--- config.mk ---
export PLATFORM = sky130hd
export DESIGN_NAME = sync_timing_meas
export DESIGN_NICKNAME = d
export VERILOG_FILES = /design/src/rtl/stm_pkg.sv /design/src/rtl/stm_sync.sv /design/src/rtl/stm_horiz.sv /design/src/rtl/stm_vert.sv /design/src/rtl/sync_timing_meas.sv
export SDC_FILE = /design/constraint.sdc
export NUM_CORES = 1
export LEC_CHECK = 0
export CELL_PAD_IN_SITES_DETAIL_PLACEMENT = 0
export CELL_PAD_IN_SITES_GLOBAL_PLACEMENT = 1
export CORE_MARGIN = 2
export CORE_UTILIZATION = 35
export CTS_BUF_LIST = sky130_fd_sc_hd__clkbuf_4 sky130_fd_sc_hd__clkbuf_8
export DETAILED_ROUTE_END_ITERATION = 7
export PLACE_DENSITY = 0.63
export SLEW_MARGIN = 20
export SYNTH_ARGS = -nofsm -noshare
export SYNTH_HDL_FRONTEND = slang
export SYNTH_SLANG_ARGS = --single-unit
export TNS_END_PERCENT = 1
--- constraint.sdc ---
create_clock -name clk_i -period 14 [get_ports clk_i]
set_clock_uncertainty 0.2 [all_clocks]
set_input_delay 2.8 -clock clk_i [delete_from_list [all_inputs] [get_ports clk_i]]
set_output_delay 2.8 -clock clk_i [all_outputs]
set_load 0.005 [all_outputs]
--- src/rtl/stm_pkg.sv ---
package stm_pkg;

    localparam int FLG_HMISS = 0;
    localparam int FLG_VMISS = 1;
    localparam int FLG_CHG   = 2;
    localparam int FLG_N     = 3;

    typedef struct packed {
        logic chg;
        logic vs_miss;
        logic hs_miss;
    } stm_flags_t;

endpackage

--- src/rtl/stm_sync.sv ---
module stm_sync #(
    parameter int STAGES = 2
) (
    input  logic clk_i,
    input  logic rst_ni,
    input  logic d_i,
    output logic lvl_o,
    output logic prev_o
);
    localparam int CW = STAGES + 1;

    logic [CW-1:0] chain_d, chain_q;

    always_comb chain_d[0] = d_i;

    for (genvar gi = 1; gi < CW; gi++) begin : g_stage
        always_comb chain_d[gi] = chain_q[gi-1];
    end

    always_ff @(posedge clk_i or negedge rst_ni) begin
        if (!rst_ni) chain_q <= '0;
        else         chain_q <= chain_d;
    end

    assign lvl_o  = chain_q[STAGES-1];
    assign prev_o = chain_q[STAGES];
endmodule

--- src/rtl/stm_horiz.sv ---
module stm_horiz #(
    parameter int HW         = 12,
    parameter int HS_TIMEOUT = 4096
) (
    input  logic          clk_i,
    input  logic          rst_ni,
    input  logic          rise_i,
    input  logic          fall_i,
    input  logic          rd_i,
    input  logic [HW-1:0] thr_i,
    output logic [HW-1:0] per_min_o,
    output logic [HW-1:0] per_max_o,
    output logic [HW-1:0] hi_min_o,
    output logic [HW-1:0] hi_max_o,
    output logic          pol_o,
    output logic          chg_o,
    output logic          miss_o
);
    localparam logic [HW-1:0] TO_M1 = HW'(HS_TIMEOUT - 1);

    typedef struct packed {
        logic [HW-1:0] cnt;
        logic [HW-1:0] hi_last;
        logic          valid;
        logic          hi_seen;
        logic          empty;
        logic [HW-1:0] per_min;
        logic [HW-1:0] per_max;
        logic [HW-1:0] hi_min;
        logic [HW-1:0] hi_max;
        logic          pol;
        logic [HW-1:0] prev_per;
        logic          prev_ok;
    } hstate_t;

    hstate_t s_d, s_q;
    logic [HW-1:0] per_now, delta;
    logic [HW:0]   hi_x2;
    logic          restart, cnt_full;

    always_comb begin
        s_d      = s_q;
        chg_o    = 1'b0;
        miss_o   = 1'b0;
        cnt_full = &s_q.cnt;
        per_now  = cnt_full ? s_q.cnt : s_q.cnt + 1'b1;
        restart  = rd_i || s_q.empty;
        hi_x2    = {s_q.hi_last, 1'b0};
        delta    = (per_now > s_q.prev_per) ? per_now - s_q.prev_per
                                            : s_q.prev_per - per_now;
        if (rd_i) s_d.empty = 1'b1;

        if (rise_i) begin
            if (s_q.valid && s_q.hi_seen) begin
                if (restart) begin
                    s_d.per_min = per_now;
                    s_d.per_max = per_now;
                    s_d.hi_min  = s_q.hi_last;
                    s_d.hi_max  = s_q.hi_last;
                end else begin
                    if (per_now < s_q.per_min)     s_d.per_min = per_now;
                    if (per_now > s_q.per_max)     s_d.per_max = per_now;
                    if (s_q.hi_last < s_q.hi_min)  s_d.hi_min  = s_q.hi_last;
                    if (s_q.hi_last > s_q.hi_max)  s_d.hi_max  = s_q.hi_last;
                end
                s_d.empty    = 1'b0;
                s_d.pol      = hi_x2 < {1'b0, per_now};
                chg_o        = s_q.prev_ok && (delta > thr_i);
                s_d.prev_per = per_now;
                s_d.prev_ok  = 1'b1;
            end
            s_d.cnt     = '0;
            s_d.valid   = 1'b1;
            s_d.hi_seen = 1'b0;
        end else begin
            if (fall_i && s_q.valid) begin
                s_d.hi_last = per_now;
                s_d.hi_seen = 1'b1;
            end
            if (!cnt_full) s_d.cnt = s_q.cnt + 1'b1;
            if (s_q.cnt >= TO_M1) begin
                miss_o      = 1'b1;
                s_d.valid   = 1'b0;
                s_d.prev_ok = 1'b0;
            end
        end
    end

    always_ff @(posedge clk_i or negedge rst_ni) begin
        if (!rst_ni) begin
            s_q       <= '0;
            s_q.empty <= 1'b1;
        end else begin
            s_q <= s_d;
        end
    end

    assign per_min_o = s_q.per_min;
    assign per_max_o = s_q.per_max;
    assign hi_min_o  = s_q.hi_min;
    assign hi_max_o  = s_q.hi_max;
    assign pol_o     = s_q.pol;
endmodule

--- src/rtl/stm_vert.sv ---
module stm_vert #(
    parameter int VW         = 11,
    parameter int VS_TIMEOUT = 2000000
) (
    input  logic          clk_i,
    input  logic          rst_ni,
    input  logic          hs_rise_i,
    input  logic          hs_fall_i,
    input  logic          vs_rise_i,
    input  logic          vs_lvl_i,
    input  logic [VW-1:0] thr_i,
    output logic [VW-1:0] per_o,
    output logic [VW-1:0] hi_o,
    output logic          pol_o,
    output logic          intl_o,
    output logic          chg_o,
    output logic          miss_o
);
    localparam int             VTW   = $clog2(VS_TIMEOUT + 1);
    localparam logic [VTW-1:0] TO_M1 = VTW'(VS_TIMEOUT - 1);

    typedef struct packed {
        logic [VW-1:0]  lcnt;
        logic [VW-1:0]  hcnt;
        logic [VTW-1:0] tcnt;
        logic           valid;
        logic           has_per;
        logic [VW-1:0]  per;
        logic [VW-1:0]  hi;
        logic           pol;
        logic           intl;
    } vstate_t;

    vstate_t s_d, s_q;
    logic [VW-1:0] lines_now, hi_now, delta;
    logic [VW:0]   hi_x2;

    always_comb begin
        s_d       = s_q;
        chg_o     = 1'b0;
        miss_o    = 1'b0;
        lines_now = (hs_rise_i && !(&s_q.lcnt)) ? s_q.lcnt + 1'b1 : s_q.lcnt;
        hi_now    = (hs_fall_i && vs_lvl_i && !(&s_q.hcnt)) ? s_q.hcnt + 1'b1 : s_q.hcnt;
        hi_x2     = {hi_now, 1'b0};
        delta     = (lines_now > s_q.per) ? lines_now - s_q.per : s_q.per - lines_now;

        if (vs_rise_i) begin
            if (s_q.valid) begin
                s_d.per     = lines_now;
                s_d.hi      = hi_now;
                s_d.pol     = hi_x2 < {1'b0, lines_now};
                s_d.intl    = s_q.has_per && (delta == VW'(1));
                chg_o       = s_q.has_per && (delta > thr_i);
                s_d.has_per = 1'b1;
            end
            s_d.lcnt  = '0;
            s_d.hcnt  = '0;
            s_d.tcnt  = '0;
            s_d.valid = 1'b1;
        end else begin
            s_d.lcnt = lines_now;
            s_d.hcnt = hi_now;
            if (s_q.tcnt < TO_M1) s_d.tcnt = s_q.tcnt + 1'b1;
            if (s_q.tcnt >= TO_M1) begin
                miss_o      = 1'b1;
                s_d.valid   = 1'b0;
                s_d.has_per = 1'b0;
            end
        end
    end

    always_ff @(posedge clk_i or negedge rst_ni) begin
        if (!rst_ni) s_q <= '0;
        else         s_q <= s_d;
    end

    assign per_o  = s_q.per;
    assign hi_o   = s_q.hi;
    assign pol_o  = s_q.pol;
    assign intl_o = s_q.intl;
endmodule

--- src/rtl/sync_timing_meas.sv ---
module sync_timing_meas
    import stm_pkg::*;
#(
    parameter int HW          = 12,
    parameter int VW          = 11,
    parameter int HS_TIMEOUT  = 4096,
    parameter int VS_TIMEOUT  = 2000000,
    parameter int SYNC_STAGES = 2
) (
    input  logic          clk_i,
    input  logic          rst_ni,
    input  logic          hsync_i,
    input  logic          vsync_i,
    input  logic          hrd_i,
    input  logic [2:0]    flag_clr_i,
    input  logic [HW-1:0] hthr_i,
    input  logic [VW-1:0] vthr_i,
    output logic [HW-1:0] hper_min_o,
    output logic [HW-1:0] hper_max_o,
    output logic [HW-1:0] hhi_min_o,
    output logic [HW-1:0] hhi_max_o,
    output logic          hpol_o,
    output logic [VW-1:0] vper_o,
    output logic [VW-1:0] vhi_o,
    output logic          vpol_o,
    output logic          hs_miss_o,
    output logic          vs_miss_o,
    output logic          chg_o,
    output logic          intl_o
);
    logic hs_lvl, hs_prev, vs_lvl, vs_prev;
    logic hs_rise, hs_fall, vs_rise;
    logic h_chg, h_miss, v_chg, v_miss;
    stm_flags_t flg_d, flg_q;

    stm_sync #(.STAGES(SYNC_STAGES)) u_hs_sync (
        .clk_i(clk_i), .rst_ni(rst_ni), .d_i(hsync_i), .lvl_o(hs_lvl), .prev_o(hs_prev)
    );
    stm_sync #(.STAGES(SYNC_STAGES)) u_vs_sync (
        .clk_i(clk_i), .rst_ni(rst_ni), .d_i(vsync_i), .lvl_o(vs_lvl), .prev_o(vs_prev)
    );

    assign hs_rise = hs_lvl & ~hs_prev;
    assign hs_fall = ~hs_lvl & hs_prev;
    assign vs_rise = vs_lvl & ~vs_prev;

    stm_horiz #(.HW(HW), .HS_TIMEOUT(HS_TIMEOUT)) u_horiz (
        .clk_i(clk_i), .rst_ni(rst_ni),
        .rise_i(hs_rise), .fall_i(hs_fall), .rd_i(hrd_i), .thr_i(hthr_i),
        .per_min_o(hper_min_o), .per_max_o(hper_max_o),
        .hi_min_o(hhi_min_o), .hi_max_o(hhi_max_o),
        .pol_o(hpol_o), .chg_o(h_chg), .miss_o(h_miss)
    );

    stm_vert #(.VW(VW), .VS_TIMEOUT(VS_TIMEOUT)) u_vert (
        .clk_i(clk_i), .rst_ni(rst_ni),
        .hs_rise_i(hs_rise), .hs_fall_i(hs_fall), .vs_rise_i(vs_rise), .vs_lvl_i(vs_lvl),
        .thr_i(vthr_i),
        .per_o(vper_o), .hi_o(vhi_o), .pol_o(vpol_o), .intl_o(intl_o),
        .chg_o(v_chg), .miss_o(v_miss)
    );

    always_comb begin
        flg_d         = flg_q;
        flg_d.hs_miss = h_miss | (flg_q.hs_miss & ~flag_clr_i[FLG_HMISS]);
        flg_d.vs_miss = v_miss | (flg_q.vs_miss & ~flag_clr_i[FLG_VMISS]);
        flg_d.chg     = h_chg | v_chg | (flg_q.chg & ~flag_clr_i[FLG_CHG]);
    end

    always_ff @(posedge clk_i or negedge rst_ni) begin
        if (!rst_ni) flg_q <= '0;
        else         flg_q <= flg_d;
    end

    assign hs_miss_o = flg_q.hs_miss;
    assign vs_miss_o = flg_q.vs_miss;
    assign chg_o     = flg_q.chg;
endmodule

# [Word level (Yosys, flattened, before mapping)]
# Cells that the tools add are included.
[classes] reduce_logical=31 div=0 order_cmp=13 multipliers=0 bitwise_logic=17 shift=0 add_sub_neg=8 muxes=30 eq_ne=3
[ops] operator="two-way mux 12 bit" n=7
[ops] operator="two-way mux 63 bit" n=1
[ops] operator="two-way mux 62 bit" n=1
[ops] operator="> comparator 12 bit" n=4
[ops] operator="two-way mux 48 bit" n=1
[ops] operator="two-way mux 45 bit" n=1
[ops] operator="two-way mux 11 bit" n=3
[ops] operator="two-way mux 25 bit" n=1
[ops] operator="less-than comparator 12 bit" n=2
[ops] operator="subtractor 12 bit" n=2
[ops] operator="adder 11 x 1 -> 11 bit, second input constant" n=2
[ops] operator="> comparator 11 bit" n=2
[ops] operator="AND reduction 11 bit" n=2
[ops] operator="subtractor 11 bit" n=2
[ops] operator="adder 21 x 1 -> 21 bit, second input constant" n=1
[ops] operator=">= comparator 21 bit, second input constant" n=1
[ops] operator="less-than comparator 21 bit, second input constant" n=1
[ops] operator="two-way mux 21 bit" n=1
[ops] operator="nonzero test 2 bit" n=8
[ops] operator="less-than comparator 13 x 12 -> 1 bit" n=1
[ops] operator="adder 12 x 1 -> 12 bit, second input constant" n=1
[ops] operator=">= comparator 12 bit, second input constant" n=1
[ops] operator="less-than comparator 12 x 11 -> 1 bit" n=1
[ops] operator="two-way mux 1 bit" n=12
[ops] operator="other kinds (12)" n=43
[totals] word_cells=128 out_inout_bits=76 regBits=167 mem_count=0 latch_bits=0 romBits=0 ram_bits=0

# [Longest topological paths before layout]
[depth] word_depth=12 depth_mapped=27

# [Cells and area by module]
# From an unflattened synthesis, not the netlist that was laid out.
[hier_totals] cells_unflattened=1289 hier_area_um2=11820.1
[modules_own_cells] module="stm_horiz" instances=1 area_per_inst_um2=6658.9 cells_per_inst=709
[modules_own_cells] module="stm_vert" instances=1 area_per_inst_um2=4879.7 cells_per_inst=561
[modules_own_cells] module="stm_sync" instances=2 area_per_inst_um2=75.1 cells_per_inst=3
[modules_own_cells] module="sync_timing_meas" instances=1 area_per_inst_um2=131.4 cells_per_inst=13

# [Worst setup path after synthesis]
# Ideal clock, no wire load.
[synth_path] kind="flip-flop to flip-flop" startpoint="reg u_horiz.s_q[77] (netlist name)" endpoint="reg flg_q (netlist bit chg_o)" setup_slack_ns=8.725 setup_ns=0.148 required_ns=13.652 arrival_ns=4.926 path_stages_with_launch=27 cell_sequence="dfrtp_1 ha_1 and3_1 a31oi_1 nand4_1 nor2_1 nand2_1 xnor2_1 ha_1 and4_1 nand2_1 or4_4 o211ai_2 buf_6 mux2i_1 a221oi_4 xnor2_1 ha_1 a21o_1 a21o_1 a21o_1 a21oi_1 nor2b_1 o21ai_0 nand2b_1 a211oi_1 o221ai_1"
[synth_lines] element="start, declared" line_no="stm_horiz.sv:36" text="hstate_t s_d, s_q;"
[synth_lines] element="end signal, assigned" line_no="sync_timing_meas.sv:72" text="else flg_q <= flg_d;"
[synth_lines] element="end, declared" line_no="sync_timing_meas.sv:34" text="stm_flags_t flg_d, flg_q;"

==> summary by stage <==
Drt
Summed over all layers, the routed wires come to 27,300 um. The vias per cell is 4.77. The routed length per instance is 15.9 um.

The routed layout has 8,194 vias. The number of violations reported at the end of detailed-routing iteration 0 is 336. The number of design rule violations left after detail routing is 0. The remaining antenna violation count is 0. The first detailed-routing pass took 5 iterations.

Setup path
The biggest fanout along the worst timing path is 20. The critical path capture point type is a flip-flop. Data on the critical path is required at its endpoint by 14.12 ns. The depth of the most critical reg-to-reg path is 25.

The signal arrival time at the worst endpoint is 6.51 ns. The startpoint kind of the worst setup timing path is a flip-flop. The end of the worst register-to-register path is chg_o. The reg-to-reg critical path startpoint is u_horiz.s_q[77].

The worst setup path is of the flip-flop to flip-flop kind. The slack of the worst reg-to-reg path is 7.61 ns.

Global routing
The total overflow left after global routing is 0. The first global-routing pass estimated 44,400 um of wire. Entering global routing, the biggest net connects 103 pins. The overall global routing resource usage is 16.6%. The number of antenna violations at the first check in global routing is 0. The number of global-route vias before repair is 8,329.

Floorplanning
The full die area is 34,200 sq um. The floorplan has 66 rows. The number of top-level pins is 107. The die height is 185 um. The floorplan step set the die width to 185 um.

The initial utilization of the core area, before any placement, comes to 35.4%. The total core area is 32,400 sq um.

Synth
By area the synthesized netlist is led by sky130_fd_sc_hd__dfrtp_1 (36%), sky130_fd_sc_hd__ha_1 (15%), sky130_fd_sc_hd__buf_4 (4.7%). After technology mapping, the gate count stands at 1,229. The register bit total from synthesis is 167.

Among all flip-flop cells after synthesis, the most frequent one is sky130_fd_sc_hd__dfrtp_1. The top cell type by area accounts for 36.3% of the synthesized area. The commonest cells after synthesis are sky130_fd_sc_hd__dfrtp_1 (166), sky130_fd_sc_hd__ha_1 (140), sky130_fd_sc_hd__inv_1 (139). The mean area per synthesized cell is 9.32 sq um. In the post-synthesis netlist, the cell with the most instances is sky130_fd_sc_hd__dfrtp_1. For this run, the register share of the synthesized area comes to 36.5%. After synthesis the cells add up to 11,500 sq um. The total nets after synthesis is 1,404. Yosys mapped a number of flops with a built-in enable equal to 0. The post-synthesis cell type count is 65.

For this run, asynchronously set or reset flops after synthesis account for 100%. The Yosys step of the flow raised 0 warnings. The largest total area in the synthesized netlist belongs to sky130_fd_sc_hd__dfrtp_1.

Flow run
Across the run, the number of max-cap violations was 0.

Clocking
Post-CTS timing repair inserted 0 buffers for setup. In this run the clock root is driven by a sky130_fd_sc_hd__clkbuf_8. After clock tree synthesis, the clock-pin slew on the worst setup and hold paths is 0.11 ns. The clock net sink count is 167. For this design, the CTS-stage hold fixing added 0 buffers. The H-tree depth reported by CTS is 4.

At the later pin of the worst-skew pair, clock insertion delay measures 0.48 ns. The total CTS buffers is 17. The TritonCTS clock tree is built.

The count of instances resized after the clock tree is built is 0. Counting along the longest clock path gives a buffer depth of 2.

Power
In this run the power density over the cells is 162 nW/um^2. The largest vdd supply drop is 0.000109 V. The total leakage power is 6.36 nW.

Overall power consumption after layout is estimated at 0.00209 W.

STA
The final hold violation count came to 0. Timing would allow up to 0.157 GHz. Subtracting the final worst setup slack from the clock period gives 6.39 ns. Setup repair after global routing left no endpoint under its margin. The post-route setup TNS is 0 ns. Setup violations remaining at the end of the flow were counted as 0.

The worst slew margin relative to its limit is 29.1%. For the pin with the worst max-slew slack, the measured transition is 1.06 ns. The final-report max-slew violation count is 0. The final critical-path share of the clock period is 45.6%.

Cells and area
The area growth from synthesis to layout is 12.4%. The net count of the finished layout is 1,438. 0 antenna diodes ended up in the layout. The post-route netlist has 7.21% of its cells at a drive strength greater than 1. Excluding fillers, the count of instances in the completed layout stands at 1,718.

Placement
The final weighted congestion in routability-driven placement is 0.826. Counting tap cells, the placed design contains a total of 1,686 instances. In this run the tool buffered the top-level ports with 106 buffer cells. The half-perimeter wire length after detailed placement is 20,300 um.

Min path
The worst hold-check path type is flip-flop to flip-flop. The worst hold path was traced through 0 stages. The worst hold path begins at u_hs_sync.chain_q[0]. For hold timing, the worst endpoint is u_hs_sync.chain_q[1].

Run status
The run finished with clean final reports.
## flip-flops by register name, indices dropped and copies added, names as in the netlist, 12 cells and up
signal / flops
u_horiz.hi_max_o: 12
u_horiz.hi_min_o: 12
u_vert.s_q: 45
u_horiz.hi_x2: 12
u_horiz.s_q: 28
u_horiz.per_min_o: 12
u_horiz.per_max_o: 12
## layer usage
metal | track usage, % | share of wire [%]
met2 | 28.5 | 48
met3 | 2.97 | 2.5
met5 | 0 | 0
met4 | 3.87 | 1.2
met1 | 21.9 | 48
## layout by cell type (no fill, tap or decap), types with 4 or more instances in the layout
cell type | Yosys | routed
sky130_fd_sc_hd__and4_1 | 8 | 8
sky130_fd_sc_hd__and3_1 | 9 | 9
sky130_fd_sc_hd__nor3_1 | 14 | 14
sky130_fd_sc_hd__a31oi_1 | 10 | 10
sky130_fd_sc_hd__clkdlybuf4s50_1 | 0 | 105
sky130_fd_sc_hd__dfrtp_1 | 166 | 166
sky130_fd_sc_hd__mux2i_1 | 33 | 33
sky130_fd_sc_hd__fa_1 | 4 | 4
sky130_fd_sc_hd__nand2b_1 | 18 | 18
sky130_fd_sc_hd__buf_4 | 72 | 10
sky130_fd_sc_hd__nor2b_1 | 22 | 20
sky130_fd_sc_hd__nand3_1 | 22 | 22
sky130_fd_sc_hd__xnor2_1 | 26 | 26
sky130_fd_sc_hd__inv_6 | 0 | 5
sky130_fd_sc_hd__mux2_2 | 33 | 33
sky130_fd_sc_hd__nand4_1 | 29 | 29
sky130_fd_sc_hd__inv_1 | 139 | 139
sky130_fd_sc_hd__o21ai_0 | 77 | 77
sky130_fd_sc_hd__a21o_1 | 38 | 38
sky130_fd_sc_hd__o21a_1 | 12 | 12
sky130_fd_sc_hd__nor2_1 | 82 | 82
sky130_fd_sc_hd__xor2_1 | 34 | 34
sky130_fd_sc_hd__a21oi_1 | 44 | 44
sky130_fd_sc_hd__nand2_1 | 97 | 97
sky130_fd_sc_hd__clkbuf_8 | 0 | 17
sky130_fd_sc_hd__nor4_1 | 6 | 6
sky130_fd_sc_hd__inv_8 | 0 | 5
sky130_fd_sc_hd__a2111oi_0 | 6 | 6
sky130_fd_sc_hd__ha_1 | 140 | 140
## final cells by class
type	count	area, sq um
fill	3313	19500
clock buffer	17	234
sequential	167	4180
timing repair buffer	116	1140
clock inverter	15	159
inverter	140	526
tap	442	553
multi-input combinational	821	6080
## worst max-delay path by stage
stage | startpoint | to | slack (ns) | cells after the start
after CTS | u_horiz.s_q[77] | chg_o | 7.59 | 25
after global routing | u_horiz.s_q[77] | chg_o | 7.08 | 25
after floorplan | u_horiz.s_q[77] | chg_o | 8.73 | 26
final | u_horiz.s_q[77] | chg_o | 7.61 | 25
after detailed placement | u_horiz.s_q[77] | chg_o | 7.65 | 25
after global placement | u_horiz.s_q[77] | chg_o | 7.75 | 25
## power breakdown
group / internal [W] / switching, W
registers: 0.000533 / 0.0000519
logic: 0.000534 / 0.000607
clock network: 0.000149 / 0.000216
## worst max-delay path: stages (launching register included)
cell	delay [ns]
sky130_fd_sc_hd__dfrtp_1	0.44
sky130_fd_sc_hd__ha_1	0.25
sky130_fd_sc_hd__and3_1	0.18
sky130_fd_sc_hd__a31oi_1	0.19
sky130_fd_sc_hd__nand4_1	0.18
sky130_fd_sc_hd__nor2_1	0.21
sky130_fd_sc_hd__nand4_1	0.14
sky130_fd_sc_hd__xnor2_1	0.39
sky130_fd_sc_hd__ha_1	0.32
sky130_fd_sc_hd__and4_1	0.22
sky130_fd_sc_hd__a21oi_1	0.17
sky130_fd_sc_hd__o21ai_0	0.12
sky130_fd_sc_hd__o211ai_2	0.83
sky130_fd_sc_hd__mux2i_1	0.27
sky130_fd_sc_hd__a221oi_4	0.36
sky130_fd_sc_hd__xnor2_1	0.16
sky130_fd_sc_hd__ha_1	0.26
sky130_fd_sc_hd__a21o_1	0.16
sky130_fd_sc_hd__a21o_1	0.16
sky130_fd_sc_hd__a21o_1	0.17
sky130_fd_sc_hd__a21oi_1	0.14
sky130_fd_sc_hd__nor2b_1	0.06
sky130_fd_sc_hd__o21ai_0	0.14
sky130_fd_sc_hd__nand2b_1	0.07
sky130_fd_sc_hd__a211oi_1	0.25
sky130_fd_sc_hd__o221ai_1	0.16
## stage by stage
stage	util [%]	worst slack, ns	hold slack (ns)	instance area [sq um]
after CTS	39.8	7.59	0.159	12900
after floorplan	-	8.73	0.131	11500
after global placement	38.5	7.75	0.139	12500
final	39.8	7.61	0.156	12900
after global routing	39.8	7.08	0.169	12900
after detailed placement	38.6	7.65	0.135	12500
## cell families after synthesis
group                      synth area share, %
xor gates and xnor gates                  4.59
muxes                                     6.23
and+or+nand+nor                           13.6
buffers and inverters                     10.4
adders and majority gates                 16.0
AOI/OAI and AO/OA                         12.7
DFF                                       36.5
No activity file was read; power rests on OpenSTA's default activity.
